## config.mk

```make
export PLATFORM = sky130hd
export DESIGN_NAME = irq_shadow_ctrl
export DESIGN_NICKNAME = d
export VERILOG_FILES = /design/src/rtl/irq_shadow_pkg.sv /design/src/rtl/irq_req_gate.sv /design/src/rtl/irq_flag_unit.sv /design/src/rtl/irq_halt_unit.sv /design/src/rtl/irq_take_reg.sv /design/src/rtl/irq_shadow_ctrl.sv
export SDC_FILE = /design/constraint.sdc
export NUM_CORES = 1
export LEC_CHECK = 0
export BUFFER_PORTS_ARGS = -buffer_cell sky130_fd_sc_hd__buf_2
export CAP_MARGIN = 0
export CORE_UTILIZATION = 45
export DETAILED_ROUTE_END_ITERATION = 16
export PLACE_DENSITY = 0.7
export SLEW_MARGIN = 10
export SYNTH_ARGS = -nofsm -noshare
export SYNTH_HDL_FRONTEND = slang
export SYNTH_SLANG_ARGS = --single-unit
```

## constraint.sdc

```tcl
create_clock -name clk -period 2.5 [get_ports clk]
set_input_delay 0.25 -clock clk [delete_from_list [all_inputs] [get_ports clk]]
set_output_delay 0.25 -clock clk [all_outputs]
set_load 0.005 [all_outputs]
```

## src/rtl/irq_shadow_pkg.sv

```systemverilog
package irq_shadow_pkg;
  typedef enum logic [1:0] {
    CLS_OTHER = 2'd0,
    CLS_DI    = 2'd1,
    CLS_EI    = 2'd2,
    CLS_HALT  = 2'd3
  } instr_cls_e;
endpackage

```

## src/rtl/irq_req_gate.sv

```systemverilog
module irq_req_gate #(
  parameter bit NMI_EDGE = 1'b1
) (
  input  logic clk,
  input  logic rst,
  input  logic irq_req,
  input  logic nmi_req,
  input  logic ie_q,
  input  logic shadow_q,
  output logic accept_nmi,
  output logic accept_irq
);
  logic nmi_pend;

  generate
    if (NMI_EDGE) begin : g_edge
      logic nmi_q;
      always_ff @(posedge clk) begin
        if (rst) nmi_q <= 1'b0;
        else     nmi_q <= nmi_req;
      end
      assign nmi_pend = nmi_req & ~nmi_q;
    end else begin : g_level
      assign nmi_pend = nmi_req;
    end
  endgenerate

  // Non-maskable wins; maskable needs the flag set and the window closed.
  assign accept_nmi = nmi_pend;
  assign accept_irq = irq_req & ie_q & ~shadow_q & ~nmi_pend;
endmodule

```

## src/rtl/irq_flag_unit.sv

```systemverilog
module irq_flag_unit
  import irq_shadow_pkg::*;
#(
  parameter int unsigned   PC_W     = 32,
  parameter logic [PC_W-1:0] RESET_PC = '0
) (
  input  logic            clk,
  input  logic            rst,
  input  logic            ret_eff,
  input  instr_cls_e      cls,
  input  logic [PC_W-1:0] retire_pc,
  input  logic [PC_W-1:0] retire_next_pc,
  input  logic            accept_any,
  input  logic            accept_irq,
  input  logic            nmi_in_shadow,
  output logic            ie_q,
  output logic            shadow_q,
  output logic [PC_W-1:0] shadow_pc_q,
  output logic [PC_W-1:0] resume_pc_q
);
  logic opens_window;
  assign opens_window = ret_eff & (cls == CLS_EI) & ~ie_q;

  always_ff @(posedge clk) begin
    if (rst) begin
      ie_q <= 1'b0;
    end else if (accept_irq || nmi_in_shadow) begin
      ie_q <= 1'b0;
    end else if (ret_eff && cls == CLS_DI) begin
      ie_q <= 1'b0;
    end else if (ret_eff && cls == CLS_EI) begin
      ie_q <= 1'b1;
    end
  end

  always_ff @(posedge clk) begin
    if (rst)             shadow_q <= 1'b0;
    else if (accept_any) shadow_q <= 1'b0;
    else if (ret_eff)    shadow_q <= opens_window;
  end

  always_ff @(posedge clk) begin
    if (rst) begin
      shadow_pc_q <= RESET_PC;
      resume_pc_q <= RESET_PC;
    end else begin
      if (opens_window) shadow_pc_q <= retire_pc;
      if (ret_eff)      resume_pc_q <= retire_next_pc;
    end
  end
endmodule

```

## src/rtl/irq_halt_unit.sv

```systemverilog
module irq_halt_unit (
  input  logic clk,
  input  logic rst,
  input  logic ret_halt,
  input  logic accept_any,
  output logic halted_q
);
  always_ff @(posedge clk) begin
    if (rst)             halted_q <= 1'b0;
    else if (accept_any) halted_q <= 1'b0;
    else if (ret_halt)   halted_q <= 1'b1;
  end
endmodule

```

## src/rtl/irq_take_reg.sv

```systemverilog
module irq_take_reg #(
  parameter int unsigned PC_W = 32
) (
  input  logic            clk,
  input  logic            rst,
  input  logic            accept_any,
  input  logic            accept_nmi,
  input  logic            nmi_in_shadow,
  input  logic            ie_q,
  input  logic [PC_W-1:0] shadow_pc_q,
  input  logic [PC_W-1:0] resume_pc_q,
  output logic            take_vld,
  output logic            take_nmi,
  output logic [PC_W-1:0] take_pc,
  output logic            take_prev_ie
);
  always_ff @(posedge clk) begin
    if (rst) begin
      take_vld     <= 1'b0;
      take_nmi     <= 1'b0;
      take_pc      <= '0;
      take_prev_ie <= 1'b0;
    end else begin
      take_vld <= accept_any;
      take_nmi <= accept_nmi;
      if (accept_any) begin
        // Inside the window, restart at the enable with the flag saved clear.
        take_pc      <= nmi_in_shadow ? shadow_pc_q : resume_pc_q;
        take_prev_ie <= nmi_in_shadow ? 1'b0 : ie_q;
      end
    end
  end
endmodule

```

## src/rtl/irq_shadow_ctrl.sv

```systemverilog
module irq_shadow_ctrl
  import irq_shadow_pkg::*;
#(
  parameter int unsigned PC_W     = 32,
  parameter bit          NMI_EDGE = 1'b1
) (
  input  logic            clk,
  input  logic            rst,
  input  logic            retire_vld,
  input  logic [1:0]      retire_cls,
  input  logic [PC_W-1:0] retire_pc,
  input  logic [PC_W-1:0] retire_next_pc,
  input  logic            irq_req,
  input  logic            nmi_req,
  output logic            ie_flag,
  output logic            halted,
  output logic            take_vld,
  output logic            take_nmi,
  output logic [PC_W-1:0] take_pc,
  output logic            take_prev_ie
);
  localparam logic [PC_W-1:0] RESET_PC = '0;

  instr_cls_e      cls;
  logic            accept_nmi, accept_irq, accept_any;
  logic            ret_eff, nmi_in_shadow;
  logic            ie_q, shadow_q, halted_q;
  logic [PC_W-1:0] shadow_pc_q, resume_pc_q;

  assign cls           = instr_cls_e'(retire_cls);
  assign accept_any    = accept_nmi | accept_irq;
  assign ret_eff       = retire_vld & ~halted_q & ~accept_any;
  assign nmi_in_shadow = accept_nmi & shadow_q;

  irq_req_gate #(.NMI_EDGE(NMI_EDGE)) gate_i (
    .clk        (clk),
    .rst        (rst),
    .irq_req    (irq_req),
    .nmi_req    (nmi_req),
    .ie_q       (ie_q),
    .shadow_q   (shadow_q),
    .accept_nmi (accept_nmi),
    .accept_irq (accept_irq)
  );

  irq_flag_unit #(.PC_W(PC_W), .RESET_PC(RESET_PC)) flag_i (
    .clk            (clk),
    .rst            (rst),
    .ret_eff        (ret_eff),
    .cls            (cls),
    .retire_pc      (retire_pc),
    .retire_next_pc (retire_next_pc),
    .accept_any     (accept_any),
    .accept_irq     (accept_irq),
    .nmi_in_shadow  (nmi_in_shadow),
    .ie_q           (ie_q),
    .shadow_q       (shadow_q),
    .shadow_pc_q    (shadow_pc_q),
    .resume_pc_q    (resume_pc_q)
  );

  irq_halt_unit halt_i (
    .clk        (clk),
    .rst        (rst),
    .ret_halt   (ret_eff && cls == CLS_HALT),
    .accept_any (accept_any),
    .halted_q   (halted_q)
  );

  irq_take_reg #(.PC_W(PC_W)) take_i (
    .clk           (clk),
    .rst           (rst),
    .accept_any    (accept_any),
    .accept_nmi    (accept_nmi),
    .nmi_in_shadow (nmi_in_shadow),
    .ie_q          (ie_q),
    .shadow_pc_q   (shadow_pc_q),
    .resume_pc_q   (resume_pc_q),
    .take_vld      (take_vld),
    .take_nmi      (take_nmi),
    .take_pc       (take_pc),
    .take_prev_ie  (take_prev_ie)
  );

  assign ie_flag = ie_q;
  assign halted  = halted_q;
endmodule

```

; Yosys cells after proc, flatten, opt, wreduce, memory -nomap -nowiden
; Cells that the tools add are included.
[totals]
ff_bits = 103
out_inout_bits = 37
wordCells = 37
[op_classes]
n_eq_ne = 3
n_mux = 2
bitwise_logic = 16
reduce_logical = 6
[op_table]
columns = op, count
row1 = 32-bit 2-to-1 mux, 1
row2 = 1-bit bitwise AND, 9
row3 = 1-bit NOT, 6
row4 = 2-bit equality test (second input constant), 2
row5 = 1-bit logical AND, 3
row6 = 3-bit OR reduction, 1
row7 = 2-bit by 1-bit equality test with 1-bit output (second input constant), 1
row8 = 2-bit OR reduction, 1
row9 = 1-bit logical OR, 1
row10 = 1-bit 2-to-1 mux, 1
row11 = 1-bit OR, 1

; Logic depth before layout (Yosys ltp)
; Gate-level depths: netlist (run 1).
[depth]
ltp_word = 9
depth_mapped = 7
mapped_depth_nobuf = 4

; By module
; From an unflattened synthesis (run 1), not the netlist that was laid out.
[unflattened]
cells_unflattened = 417
area_unflattened_um2 = 4020.1
[modules_own_cells]
columns = mod, instances, cells_each, area_each_um2, seq_area_each_um2
row1 = irq_flag_unit, 1, 254, 2358.5, 1321.3
row2 = irq_take_reg, 1, 151, 1531.5, 700.7
row3 = irq_req_gate, 1, 5, 53.8, 20.0
row4 = irq_shadow_ctrl, 1, 4, 42.5, 0.0
row5 = irq_halt_unit, 1, 3, 33.8, 20.0

; Worst setup path after synthesis (run 1)
; No wires, ideal clock.
[synth_path]
path_type = register to register
start = register flag_i.ie_q
end = register take_i.take_pc[3]
setup_time_ns = 0.139
arrival_time_ns = 1.194
setup_slack_ns = 1.168
path_stages_with_launch = 7
n_path_buf = 2
period_less_slack_ns = 1.332
cell_sequence = dfxtp_1 > nand3b_4 > and2_4 > buf_6 > buf_4 > a21oi_1 > a211oi_2
[synth_via]
elab_chain_cells = 4
[synth_rtl]
columns = item, line_no
row1 = start: declaration, irq_flag_unit.sv:16  ; output logic ie_q,
row2 = start signal: assignment, irq_flag_unit.sv:26  ; ie_q <= 1'b0;
row3 = start signal: assignment, irq_flag_unit.sv:28  ; ie_q <= 1'b0;
row4 = start signal: assignment, irq_flag_unit.sv:30  ; ie_q <= 1'b0;
row5 = 1-bit bitwise AND (3 in a row), irq_req_gate.sv:30  ; assign accept_irq = irq_req & ie_q & ~shadow_q & ~nmi_pend;
row6 = 1-bit OR, irq_shadow_ctrl.sv:31  ; assign accept_any = accept_nmi | accept_irq;
row7 = end signal: assignment, irq_take_reg.sv:28  ; take_pc <= nmi_in_shadow ? shadow_pc_q : resume_pc_q;
row8 = end: declaration, irq_take_reg.sv:14  ; output logic [PC_W-1:0] take_pc,
; No other way between the ends.
; A chain may end at the register's enable or synchronous reset.

; Worst setup path after layout (run 1)
[layout_path]
start = register gate_i.g_edge.nmi_q
end = register take_i.take_pc[14]
[layout_via]
elab_chain_cells = 5
[layout_rtl]
columns = item, line_no
row1 = start: declaration, irq_req_gate.sv:17  ; logic nmi_q;
row2 = start signal: assignment, irq_req_gate.sv:20  ; else nmi_q <= nmi_req;
row3 = 1-bit NOT *, irq_req_gate.sv:22  ; assign nmi_pend = nmi_req & ~nmi_q;
row4 = 1-bit bitwise AND *, irq_req_gate.sv:22
row5 = 1-bit NOT, irq_req_gate.sv:30
row6 = 1-bit bitwise AND, irq_req_gate.sv:30
row7 = 1-bit OR, irq_shadow_ctrl.sv:31
; Mark *: on every way between the ends. The rest lies on a longest branch, timed or not.

==> out/results.txt, run 1 <==
Launch point of the worst reg-to-reg path: gate_i.g_edge.nmi_q. Dividing the final minimum period by the clock period gives 74.69%. Count of final max-slew check failures: 0.

Global routing used 22.27% of the available tracks across all layers. Sequential cells account for 56.9% of the total power. Of all nets on the critical path, the largest fanout is 20. The buffers plus inverters on the worst setup path is 1, and the number of H-tree branching levels is 3. After detailed routing, the number of remaining DRC violations is 0. The number of global-route vias before repair is 3356. The run gives 2062 sq um as the sequential cell area.

Traced cell by cell, the critical path runs through nand2b_1 -> nor2_4 -> buf_4 -> nand2_1 -> a211oi_1. The worst pin sits at a relative slew slack of 49.20%. The first global-routing pass estimated 15.79 mm of wire. The most common cell after layout, fill and taps aside is sky130_fd_sc_hd__nand2_1. For the number of rows in the core area, the log shows 34.

The highest clock rate is 0.5355 GHz, and the total instance count after detailed placement is 677. Counting every net in the synthesized netlist gives 564. Using the TritonRoute via totals, the vias-per-cell ratio works out to 5.205. After detailed routing, the average wire length per cell comes to 14.24 um.

In this run, distinct cell masters in the synthesized netlist total 29. Leaving out filler cells and counting taps, the final layout contains 693. TritonCTS created 9 clock buffers. Count of hold-fix buffers inserted at cts: 0.

Compared with the post-synthesis result, the final layout area differs by 17.83%. The final layout contains routed wiring with a total length of 9.868 mm. The post-route minimum period is 1.867 ns, and the core area is 8678 sq um.

The multi-input combinational cells in the finished layout cover a total of 1729 sq um. The worst setup path is captured at a register. Summed over all failing endpoints, the final setup total negative slack is 0 ns. Synthesis handed over a netlist of 493 instances.

The most instantiated flip-flop cell in the synthesis netlist was sky130_fd_sc_hd__dfxtp_1. In this run the remaining antenna-violating nets after routing total 0. The width of the die came out at 96.36 um. Once detailed placement completed, the half-perimeter wirelength came to 6.345 mm.

The hold violation total from the final report is 0. For the worst flop-to-flop path, the logic depth is 5. The worst register-to-register path has a setup slack of 0.63 ns.

The number of cells on the critical path came out at 5. The die is 96.36 um tall. Net switching is 26.70% of the power. The required time of the critical path was 2.79 ns; the detailed router's first-iteration violation count was 161. Leaving out fill and tap cells, the most frequent cells in the layout are sky130_fd_sc_hd__nand2_1, sky130_fd_sc_hd__buf_2, sky130_fd_sc_hd__dfxtp_1. Slowest cell on the critical path: sky130_fd_sc_hd__nor2_4. 108 I/O pins were placed.

The first detailed-routing pass took 5 iterations. The root buffer cell is sky130_fd_sc_hd__clkbuf_8. The starting utilization of the core area came out at 46.16%. The Yosys step of the flow raised 0 warnings.

The logs give 103 for the clock net sink count and 0 for the antenna cell count. The tools report the number of gates resized after cts as 0. The cell-internal power is 0.002279 W. The number of flops mapped to enable cells by yosys is 0, and the quantity of I/O buffers inserted on ports is 107. The number of synthesized register bits was 103; the initial antenna violation count was 0. The run finished with clean final reports. The worst hold path begins at retire_cls[0]. For this design the static power due to leakage is 1.892 nW. The clock network fraction of design power came out at 31.2%.

TritonCTS built the clock tree. STA classifies the critical path startpoint as a register. Power spread over the standard cell area amounts to 658.7 nW/um^2. The run gives 63 as the pin count of the biggest net entering global routing. Setup repair after global routing left no endpoint under its margin. The share of cells above drive strength 1 is 25.98%. The max capacitance violation total is 0, and the weighted congestion at the end of routability-driven global placement is 0.8338.

The clock transition time at the flip-flop clock pins of the worst setup and hold paths was 0.10 ns; the leftover overflow at the end of global routing was 0. The die covers 9284 sq um. The run gives 2 as the number of buffers between clock root and the deepest sink. Family with the most delay on the worst path: simple AND/OR/NAND/NOR gates.

The classification of the worst-slack hold path was in2reg. The number of endpoints failing setup at the final stage came out at 0. The async set-reset flop share out of synthesis was 0%. The synthesized netlist occupies a cell area of 4006 sq um.

The part of the total power dissipated in combinational logic was 11.9%; the largest incremental delay on the critical path was 0.52 ns. A synthesized cell averages 8.126 sq um. The count of fill cells added during filler insertion was 865.

The worst hold path was traced through 2 stages. The worst-case vdd ir drop was 0.0003040 V. The routed layout has 3607 vias.

The setup path with the least slack is of type reg2reg. At the pin with the least slew margin, the transition time is 0.7594 ns. Between clock sinks in the finished design, the worst skew comes to 0.01403 ns. The run gives 0.0008301 W as the net switching power of the design. Data on the critical path arrives at its endpoint at 2.15 ns. For this run, the register share of the synthesized area comes to 51.47%. Post-CTS setup-driven buffer insertion count: 0.

The run gives 0.37 ns as the clock latency of the later-clocked register in the worst-skew pair. The tools report the final-stage net count as 651. The tools report the origin of the worst setup path as gate_i.g_edge.nmi_q.
[cell families (layout without fill, tap and decap cells)]
| family | count (synthesis) | in the layout | share of synthesized area [%] |
|---|---|---|---|
| and+or+nand+nor | 217 | 217 | 21.92 |
| AOI/OAI and AO/OA | 133 | 133 | 21.24 |
| buffers and inverters | 40 | 132 | 5.371 |
| DFF | 103 | 103 | 51.47 |
[synth_stat cells, types with 2 or more instances]
library cell	instances	share of area [%]
sky130_fd_sc_hd__nor3_1	2	0.25
sky130_fd_sc_hd__buf_2	16	2.0
sky130_fd_sc_hd__nand2_1	163	15
sky130_fd_sc_hd__a211oi_1	14	2.6
sky130_fd_sc_hd__and3_1	2	0.31
sky130_fd_sc_hd__buf_6	3	0.84
sky130_fd_sc_hd__clkbuf_1	14	1.3
sky130_fd_sc_hd__dfxtp_1	103	51
sky130_fd_sc_hd__a211oi_2	18	5.6
sky130_fd_sc_hd__buf_4	6	1.1
sky130_fd_sc_hd__a21oi_1	96	12
sky130_fd_sc_hd__nand3_1	2	0.25
sky130_fd_sc_hd__nor2b_1	2	0.31
sky130_fd_sc_hd__nor2_1	37	3.5
[area by class of cell]
| type | count | area share [%] |
|---|---|---|
| clock buffers | 11 | 2.995 |
| clock inverters | 5 | 0.8216 |
| inverters | 1 | 0.07951 |
| multi-input cells | 350 | 36.63 |
| flip-flops and latches | 103 | 43.68 |
| well taps | 108 | 2.862 |
| repair buffers | 115 | 12.93 |
[power by group through the flow]
stage                     Combinational [W]  Sequential, W  Clock [W]
after floorplan                    0.000233        0.00180          0
after detailed placement           0.000376        0.00181          0
after global placement             0.000367        0.00180          0
after global routing               0.000417        0.00178    0.00105
after CTS                          0.000376        0.00177   0.000987
final                              0.000371        0.00177   0.000969
[metrics by stage]
step	util (%)	setup slack [ns]	power, W	hold WS, ns	area, sq um
floorplan	-	1.168	0.002035	0.3420	4006
global placement	52.32	0.7328	0.002172	0.4423	4541
detailed placement	52.32	0.6276	0.002183	0.4470	4541
CTS	54.40	0.6201	0.003133	0.08038	4721
global route	54.40	0.4702	0.003248	0.07430	4721
finish	54.40	0.6327	0.003109	0.09283	4721
[metal layers]
layer | part of all wire, % | global-route usage, % | up-vias
met5 | 0 | 0 | -
met4 | 0.93 | 4.167 | 0
met3 | 5.9 | 5.687 | 7
met2 | 49 | 38.77 | 104
met1 | 44 | 27.93 | 1688
li1 | - | - | 1808
[flip-flops by register name (all words and copies together), names as in the netlist]
name / cells
flag_i.shadow_pc_q: 32
gate_i.g_edge.nmi_q: 1
halt_i.halted_q: 1
flag_i.shadow_q: 1
take_i.take_prev_ie: 1
take_i.take_nmi: 1
take_i.take_vld: 1
take_i.take_pc: 32
flag_i.resume_pc_q: 32
flag_i.ie_q: 1
[final timing paths]
check                                               to
worst max register to register      take_i.take_pc[14]
worst min-delay path                       flag_i.ie_q
worst max-delay path                take_i.take_pc[14]
worst min register to register  flag_i.resume_pc_q[18]
(Power assumes the default switching activity.)
==> inputs of run 2 (changes only) <==
--- a/config.mk
+++ b/config.mk
@@ -5,11 +5,12 @@
 export SDC_FILE = /design/constraint.sdc
 export NUM_CORES = 1
 export LEC_CHECK = 0
+export ABC_AREA = 1
 export BUFFER_PORTS_ARGS = -buffer_cell sky130_fd_sc_hd__buf_2
 export CAP_MARGIN = 0
 export CORE_UTILIZATION = 45
 export DETAILED_ROUTE_END_ITERATION = 16
-export PLACE_DENSITY = 0.7
+export PLACE_DENSITY = 0.69
 export SLEW_MARGIN = 10
 export SYNTH_ARGS = -nofsm -noshare
 export SYNTH_HDL_FRONTEND = slang
==> constraint.sdc (replaced) <==
create_clock -name clk -period 1.9 [get_ports clk]
set_input_delay 0.19 -clock clk [delete_from_list [all_inputs] [get_ports clk]]
set_output_delay 0.19 -clock clk [all_outputs]
set_load 0.005 [all_outputs]
==> out/results.txt, run 2 <==
The die covers 9781 sq um. The async set-reset flop share out of synthesis is 0%, and the count of synthesis-stage warnings from yosys is 0. For this design, the sink count on the clock tree is 103. The cell sitting at the root of the clock tree is a sky130_fd_sc_hd__clkbuf_8.

The cell family contributing the most delay on the critical path is simple AND/OR/NAND/NOR gates. In this run the most critical hold path is launched from rst. In the routed design, unresolved DRC markers number 0. The HPWL after detailed placement is 6.586 mm. The critical path goes through nor2_2 -> nand3_4 -> nor2_4 -> buf_4 -> nand3_1 -> nand2_1 -> nor2_1.

Synthesis-to-finish area growth: 18.51%. Sequential elements use 48.80% of the synthesized area. Of the cells placed in the final design, the portion with a size suffix greater than 1 is 20.72%. For the count of hold-fix buffers inserted at cts, the log shows 0. The number of flops mapped to enable cells by yosys was 0; the max capacitance violation total was 0. The tools report the distinct cell type count of the synthesized netlist as 23. The number of global-route vias before repair was 3878.

The path class of the tightest hold or removal check is in2reg. For this block, the via count after detailed routing is 3911. In the global route stage, overall resource usage came out at 21.34%. The initialized floorplan defines 34 standard-cell rows.

The core region is 8891 sq um. Across the routed clock network, the largest skew measured is 0.005043 ns. Setup violations remaining at the end of the flow were counted as 0. Ranked by total cell area, the synthesized netlist is headed by sky130_fd_sc_hd__dfxtp_1, sky130_fd_sc_hd__nand2_1, sky130_fd_sc_hd__o21ai_0, sky130_fd_sc_hd__nand3_1, sky130_fd_sc_hd__inv_1. The number of synthesized register bits works out to 103. In this run the vertical extent of the chip is 98.90 um. After clock tree synthesis, the clock-pin slew on the worst setup and hold paths is 0.10 ns. The total detailed-routing wirelength was 9.718 mm. During I/O placement, the number of pins put on the boundary was 108.

sky130_fd_sc_hd__nand2_1 is the most common cell in the netlist. The wire length per cell is 12.18 um. The buffers plus inverters on the worst setup path was 1. The launch point of the worst reg-to-reg path is halt_i.halted_q. The initial antenna violation count is 0, and the post-CTS setup-driven buffer insertion count is 0. The detailed router's first-iteration violation count came out at 133.

For this run, the slowest stage of the critical path takes 0.34 ns. Clock latency of the later-clocked register in the worst-skew pair: 0.36 ns. For the number of gates resized after cts, the log shows 0.

From left edge to right edge, the die measures 98.90 um. Measured against its own limit, the worst slew margin works out to 73.21%. For this run, the post-layout net count is 756. The flow ran to the end, and the final reports show no timing, DRC or antenna violations. VDD sags by at most 0.0004960 V. The share of the clock period used by the worst path after layout was 85.30%. The tools report the clock buffer count from CTS as 9.

The worst setup path is of the reg2reg kind. The post-layout total power came out at 0.004092 W. The library cells used most frequently in the layout, excluding fill and tap cells, are sky130_fd_sc_hd__nand2_1, sky130_fd_sc_hd__buf_2, sky130_fd_sc_hd__dfxtp_1. The synthesized netlist occupies a cell area of 4225 sq um.

Kind of start point of the critical path: a register. Setup repair after global routing left no endpoint under its margin. The initial utilization of the core area, before any placement, comes to 47.52%. The run gives 2.16 ns as the required time of the critical path.

The largest registers in the layout are flag_i.resume_pc_q: 32 flops, flag_i.shadow_pc_q: 32 flops, take_i.take_pc: 32 flops. The most instantiated flip-flop cell in the synthesis netlist is sky130_fd_sc_hd__dfxtp_1. For the hold violation total from the final report, the log shows 0. STA classifies the critical path endpoint as a register. The synthesized area per cell was 7.113 sq um; the final design utilization was 56.32%. For the pin with the worst max-slew slack, the measured transition is 0.4019 ns. The leakage power total was 2.433 nW.

The synthesized design spends more area on one cell type than any other, namely sky130_fd_sc_hd__dfxtp_1. Entering global routing, the biggest net connects 67 pins. The count of final max-slew check failures is 0.

For the antenna cell count, the log shows 0. The first global-routing pass estimated 16.92 mm of wire. The logs give 2 for the number of buffers between clock root and the deepest sink and 665 for the net count of the mapped netlist. The power per unit of standard cell area was 817.2 nW/um^2; the highest clock rate was 0.6170 GHz. The most critical setup path has its startpoint at halt_i.halted_q. The slowest stage of the critical path is the sky130_fd_sc_hd__dfxtp_1 cell. In this run the worst path has a maximum fanout of 34.

For the finished layout, the period the worst path requires is 1.621 ns. In this run the biggest area consumer among cell types represents 48.80% of the synthesized area. The data arrival at the endpoint of the critical path is 1.88 ns, and the number of iterations in the first detailed-routing pass is 4. In the synthesized netlist, the number of instances is 594. Once detail routing completed, the nets flagged for antenna violations numbered 0. The leftover overflow at the end of global routing was 0.

During placement, the flow inserted port buffers numbering 107. The post-detailed-route via-to-cell ratio came out at 4.901. The weighted congestion at the end of routability-driven global placement came out at 0.7977.

Sorting the synthesized cells by how often they occur yields sky130_fd_sc_hd__nand2_1, sky130_fd_sc_hd__dfxtp_1, sky130_fd_sc_hd__inv_1, sky130_fd_sc_hd__nor2_1, sky130_fd_sc_hd__o21ai_0. TritonCTS built the clock tree. Number of H-tree branching levels: 3.

The most common cell after layout, fill and taps aside was sky130_fd_sc_hd__nand2_1. The total negative slack for setup checks is 0 ns.
==> run 2: final timing paths <==
path	endpoint	slack, ns	cells past startpoint
setup / recovery	flag_i.shadow_pc_q[13]	0.28	7
hold / removal	take_i.take_nmi	0.02	2
setup reg to reg	flag_i.shadow_pc_q[13]	0.28	7
hold reg to reg	flag_i.resume_pc_q[17]	0.45	2
==> run 2: per-layer routing <==
metal / share of wire (%) / vias to the layer above / track usage, %
li1: - / 2036 / -
met1: 47 / 1768 / 25.82
met2: 47 / 96 / 38.84
met3: 4.4 / 11 / 3.191
met4: 1.2 / 0 / 6.544
met5: 0 / - / 0
==> run 2: layout make-up <==
cell class | instances | area (sq um)
well taps | 108 | 135.1
inverters | 74 | 277.8
clock buffers | 11 | 141.4
clock inverters | 5 | 42.54
fillers | 858 | 3884
multi-input cells | 378 | 1685
repair buffers | 119 | 663.1
flip-flops and latches | 103 | 2062
==> run 2: cells by family after synthesis <==
logic type	synth area share, %
flops	48.80
buf+inv	11.49
compound gates	12.02
simple gates	27.69
==> run 2: report_power, final <==
group / switching, W / leakage, nW / internal (W)
registers: 0.0000456 / 0.842 / 0.00228
logic: 0.000291 / 1.50 / 0.000198
clock network: 0.000755 / 0.0901 / 0.000525
total: 0.00109 / 2.43 / 0.00300
==> run 2: metrics by stage <==
step,setup WS [ns],hold slack [ns],cells,cell area (sq um)
2_1_floorplan,0.6684,0.2624,594,4225
3_5_place_dp,0.2736,0.3985,782,4823
3_3_place_gp,0.3424,0.3965,782,4823
5_1_grt,0.09367,0.007158,798,5007
6_report,0.2793,0.02160,798,5007
4_1_cts,0.2558,0.01037,798,5007
==> run 2: worst reg2reg max path, delay by kind of cell, from the launching register on <==
family | cells | cell delay (ns)
buf+inv | 1 | 0.34
simple gates | 6 | 0.83
flops | 1 | 0.34
